File: src/rtl/pf_ce_conditioner.sv
module pf_ce_conditioner #(
  parameter int WPT_CYCLES     = 8,
  parameter int RECOVER_CYCLES = 16
) (
  input  logic       clk,
  input  logic       rst_n,
  input  logic       ce_n,
  input  logic [1:0] sel,
  input  logic       pwr_fail,
  output logic [3:0] bank_ce_n,
  output logic       wprot
);

  localparam int MAXC  = (WPT_CYCLES > RECOVER_CYCLES) ? WPT_CYCLES : RECOVER_CYCLES;
  localparam int CNT_W = $clog2(MAXC + 1);
  localparam logic [CNT_W-1:0] WPT_LOAD = CNT_W'(WPT_CYCLES - 1);
  localparam logic [CNT_W-1:0] REC_LOAD = CNT_W'(RECOVER_CYCLES - 1);

  typedef enum logic [1:0] {ST_NORMAL, ST_DRAIN, ST_PROTECT, ST_RECOVER} st_t;

  st_t              st, st_n;
  logic [CNT_W-1:0] cnt, cnt_n;
  logic [3:0]       out_n;
  logic [3:0]       dec;
  logic             live;

  assign dec   = ce_n ? 4'hF : ~(4'b0001 << sel);
  assign live  = ~&bank_ce_n;
  assign wprot = (st != ST_NORMAL);

  always_comb begin
    st_n  = st;
    cnt_n = cnt;
    out_n = 4'hF;
    case (st)
      ST_NORMAL: begin
        if (!pwr_fail) begin
          out_n = dec;
        end else if (!ce_n && live) begin
          st_n  = ST_DRAIN;
          cnt_n = WPT_LOAD;
          out_n = bank_ce_n;
        end else begin
          st_n = ST_PROTECT;
        end
      end
      ST_DRAIN: begin
        if (ce_n || cnt == '0) begin
          st_n = ST_PROTECT;
        end else begin
          cnt_n = cnt - 1'b1;
          out_n = bank_ce_n;
        end
      end
      ST_PROTECT: begin
        if (!pwr_fail) begin
          st_n  = ST_RECOVER;
          cnt_n = REC_LOAD;
        end
      end
      default: begin
        if (pwr_fail)        st_n = ST_PROTECT;
        else if (cnt == '0)  st_n = ST_NORMAL;
        else                 cnt_n = cnt - 1'b1;
      end
    endcase
  end

  always_ff @(posedge clk or negedge rst_n) begin
    if (!rst_n) begin
      st        <= ST_RECOVER;
      cnt       <= REC_LOAD;
      bank_ce_n <= 4'hF;
    end else begin
      st        <= st_n;
      cnt       <= cnt_n;
      bank_ce_n <= out_n;
    end
  end

  assert_idle_R1: assert property (@(posedge clk) disable iff (!rst_n)
    ce_n |=> (bank_ce_n == 4'hF));

  assert_onehot_R2: assert property (@(posedge clk) disable iff (!rst_n)
    $onehot0(~bank_ce_n));

  assert_locked_R3: assert property (@(posedge clk) disable iff (!rst_n)
    (st == ST_PROTECT) |-> (bank_ce_n == 4'hF));

  assert_drain_hold_R4: assert property (@(posedge clk) disable iff (!rst_n)
    (st == ST_DRAIN && !ce_n && cnt != '0) |=> $stable(bank_ce_n));

  assert_no_new_access_R7: assert property (@(posedge clk) disable iff (!rst_n)
    (wprot && bank_ce_n == 4'hF) |=> (bank_ce_n == 4'hF));

  assert_wprot_on_fail_R9: assert property (@(posedge clk) disable iff (!rst_n)
    pwr_fail |=> wprot);

endmodule

File: config.mk
export PLATFORM = sky130hd
export DESIGN_NAME = pf_ce_conditioner
export DESIGN_NICKNAME = d
export VERILOG_FILES = /design/src/rtl/pf_ce_conditioner.sv
export SDC_FILE = /design/constraint.sdc
export NUM_CORES = 1
export LEC_CHECK = 0
export BUFFER_PORTS_ARGS = -buffer_cell sky130_fd_sc_hd__buf_4
export CAP_MARGIN = 20
export CORE_MARGIN = 1
export CORE_UTILIZATION = 53
export CTS_BUF_LIST = sky130_fd_sc_hd__clkbuf_4
export DETAILED_ROUTE_END_ITERATION = 8
export MAX_ROUTING_LAYER = met4
export PLACE_DENSITY_LB_ADDON = 0.15
export RECOVER_POWER = 25
export SLEW_MARGIN = 15
export SYNTH_ARGS = -nofsm -noshare
export SYNTH_HDL_FRONTEND = slang
export SYNTH_SLANG_ARGS = --single-unit
File: constraint.sdc
create_clock -name clk -period 2.9 [get_ports clk]
set_input_delay 0.435 -clock clk [delete_from_list [all_inputs] [get_ports clk]]
set_output_delay 0.435 -clock clk [all_outputs]
set_load 0.02 [all_outputs]
==> results.md <==
- Seq cells post-synth: 11
- Clk_lat worst skew: 0.28 ns
- Clk pwr share: 12.9%
- Die Y: 39.2 µm
- Dpl cell area: 822 µm²
- Final Hold Vio Count: 0
- Detailed placement HPWL: 1230 µm
- Crit end category: flip-flop
- Final nets: 104
- Switch share: 42.0%
- Hold crit path type: input port to flip-flop
- Post-synthesis mux area share: 7.35%
- Die Footprint: 0.00153 mm²
- Gpl congestion: 0.781
- Worst slew pin tran: 0.644 ns
- Synth-to-Final Area Change: 16.9%
- Net Sw Power: 0.000357 W
- Internal: 0.000491 W
- First-pass GRT wire length: 2390 µm
- Logic pwr share: 52.0%
- Synth Area in Compound Gates: 16.8%
- Post-Route Utilization: 66.6%
- Top-area cell type share of the netlist area: 35.9%
- Leading cell type in the layout, fill and taps excluded: nor2_1
- DRC Markers: 0
- CTS sink cnt: 11
- Boundary Pins: 11
- Num CTS Buffers: 3
- YS warnings: 0
- Post-route setup TNS: 0 ns
- Vias per cell: 5.94
- Pin count of the biggest net entering global routing: 12
- Initial antenna violation count: 0
- Fill count: 121
- Postcts setup bufs: 0
- Post-Syn Area per Cell: 9.51 µm²
- # rows: 13
- Area leader, netlist: dfstp_2
- Ranking of synthesized cells by area: dfstp_2 36%, ha_1 10%, nor2_1 5.6%, mux2_2 4.6%, inv_1 3.6%
- Core ar.: 0.00128 mm²
- Fin crit period: 2.14 ns
- GRT overflow: 0
- Pwr Density: 991 mW/mm²
- Leakage: 0.381 nW
- Synthesized netlist cell count: 77
- N_diodes: 0
- Reg2Reg Setup Slack: 0.76 ns
- Adder-Cell Fraction of Synth Area: 10.3%
- Maximum clock path buffer count: 2
- WL per Instance: 15.2 µm
- Initial DRC count: 29
- Worst hold slack: 0.320 ns
- Final Instance Area: 856 µm²
- Setup Crit Path Kind: flip-flop to flip-flop
- Max Slew Vio Count: 0
- Cts repair resizes: 0
- Top achievable clock speed: 468 MHz
- Flop pwr share: 35.1%
- Share of cells above drive strength 1: 33.0%
- ANT nets after route: 0
- Vias in the first global route: 567
- Worst EP arrival: 2.30 ns
- Cell Area, Synth: 732 µm²
- H-Tree Depth: 1
- Max-cap violations: 0
- Simple-Gate Fraction of Synth Area: 22.2%
- CTS Hold Buffers Added: 1
- Unrepaired setup endpoints after global routing: false
- Setup Viol. Count Final: 0
- Drt pass-1 iters: 5
- Most frequent cells in the layout: 11 x nor2_1, 10 x dfstp_2, 9 x buf_4
- Clock skew: 0.00304 ns
- Final period utilization: 73.7%
- Clock slew at reported path FFs: 0.08 ns
- CP Data Required Time: 3.06 ns
- Die W: 39.2 µm
- Synth Area in XOR/XNOR: 0%
- Overall routing resource usage: 25.0%
- Root Driver: clkbuf_4
- CP startpoint kind: flip-flop
- Starting Density: 57.0%
- Outcome: finished, final reports clean
- Max VDD drop: 482 µV
- Yosys cell types: 31
- WL final: 1620 µm
- Port Buf Inserts: 10
- Crit-path max FO: 9
- CTS tree: yes
- Seq/Total Area, Yosys: 39.3%
- Pwr Total: 0.000848 W
- Syn_nets: 89
- Total number of vias: 630
- Largest family of logic cells by synthesized area: simple AND/OR/NAND/NOR gates
- Rel. slew slack: 57.1%
cell usage after synthesis:
| cell type | n |
|---|---|
| nand2_1 | 4 |
| o21a_1 | 1 |
| mux2_2 | 3 |
| o2bb2ai_1 | 1 |
| nor4_1 | 2 |
| a221o_1 | 1 |
| a41oi_1 | 2 |
| a21oi_1 | 2 |
| a221oi_1 | 1 |
| inv_1 | 7 |
| nand3_1 | 2 |
| nor3_1 | 2 |
| mux2i_1 | 2 |
| clkbuf_1 | 1 |
| ha_1 | 6 |
| a21boi_0 | 1 |
| a41o_2 | 1 |
| dfstp_2 | 10 |
| nor2b_1 | 3 |
| a31oi_1 | 3 |
| nor2_1 | 11 |
| nand2b_1 | 2 |
| a32oi_1 | 1 |
| and3_2 | 1 |
| or3_1 | 1 |
| dfrtp_1 | 1 |
| o21ai_0 | 1 |
| or4b_4 | 1 |
| and2_4 | 1 |
| and3_1 | 1 |
| o31a_1 | 1 |
flip-flops by register name, indices dropped and copies added, names as in the netlist:
register and cells:
bank_ce_n 4, cnt 5, st 2
area by class of cell:
type / instances / area [µm²] / area share, %
Sequential cell: 11 / 288 / 33.6
Clock inverter: 1 / 5.00 / 0.585
Tap cell: 15 / 18.8 / 2.19
Multi-Input combinational cell: 58 / 414 / 48.4
Timing Repair Buffer: 11 / 81.3 / 9.50
Clock buffer: 3 / 22.5 / 2.63
Inverter: 7 / 26.3 / 3.07
critical path: stages, from the launching register on:
cell,delay (ns)
dfstp_2,0.58
inv_1,0.09
ha_1,0.31
mux2i_1,0.22
o31a_1,0.21
nand3_1,0.20
a221o_1,0.41
cell families (layout without fill, tap and decap cells):
kind of cell | count (synthesis) | after routing
AND/OR/NAND/NOR | 31 | 31
AO/OA/AOI/OAI | 16 | 16
buffers and inverters | 8 | 22
adder cells (fa/ha/maj) | 6 | 6
multiplexers | 5 | 5
flip-flops | 11 | 11
stage by stage:
| stage | std cells | setup slack, ns |
|---|---|---|
| final | 106 | 0.762 |
| after global routing | 106 | 0.623 |
| after global placement | 101 | 0.877 |
| after floorplan | 77 | 0.924 |
| after CTS | 106 | 0.768 |
| after detailed placement | 101 | 0.802 |
per-layer routing:
layer / GRT usage, % / up-vias / routed length [µm]
li1: - / 304 / -
met1: 23.3 / 291 / 617
met2: 47.1 / 27 / 863
met3: 8.67 / 8 / 99
met4: 7.76 / 0 / 36
met5: - / - / 0
worst paths after layout:
kind,startpoint,end,cells after the start
max in group asynchronous,rst_n,cnt[1]$_DFFE_PN1P_,2
max,st[0]$_DFFE_PN1P_,cnt[4]$_DFFE_PN0P_,6
min in group asynchronous,rst_n,cnt[4]$_DFFE_PN0P_,2
min reg2reg,bank_ce_n[1]$_DFFE_PN1P_,bank_ce_n[1]$_DFFE_PN1P_,2
min,sel[0],bank_ce_n[1]$_DFFE_PN1P_,2
max reg2reg,st[0]$_DFFE_PN1P_,cnt[4]$_DFFE_PN0P_,6
power by group through the flow:
| stage | clock network, W | logic (W) | registers [W] |
|---|---|---|---|
| after floorplan | 0 | 0.000335 | 0.000285 |
| after global placement | 0 | 0.000418 | 0.000293 |
| after detailed placement | 0 | 0.000433 | 0.000299 |
| after CTS | 0.000112 | 0.000436 | 0.000299 |
| after global routing | 0.000117 | 0.000481 | 0.000309 |
| final | 0.000110 | 0.000441 | 0.000298 |
(Power assumes the default switching activity.)
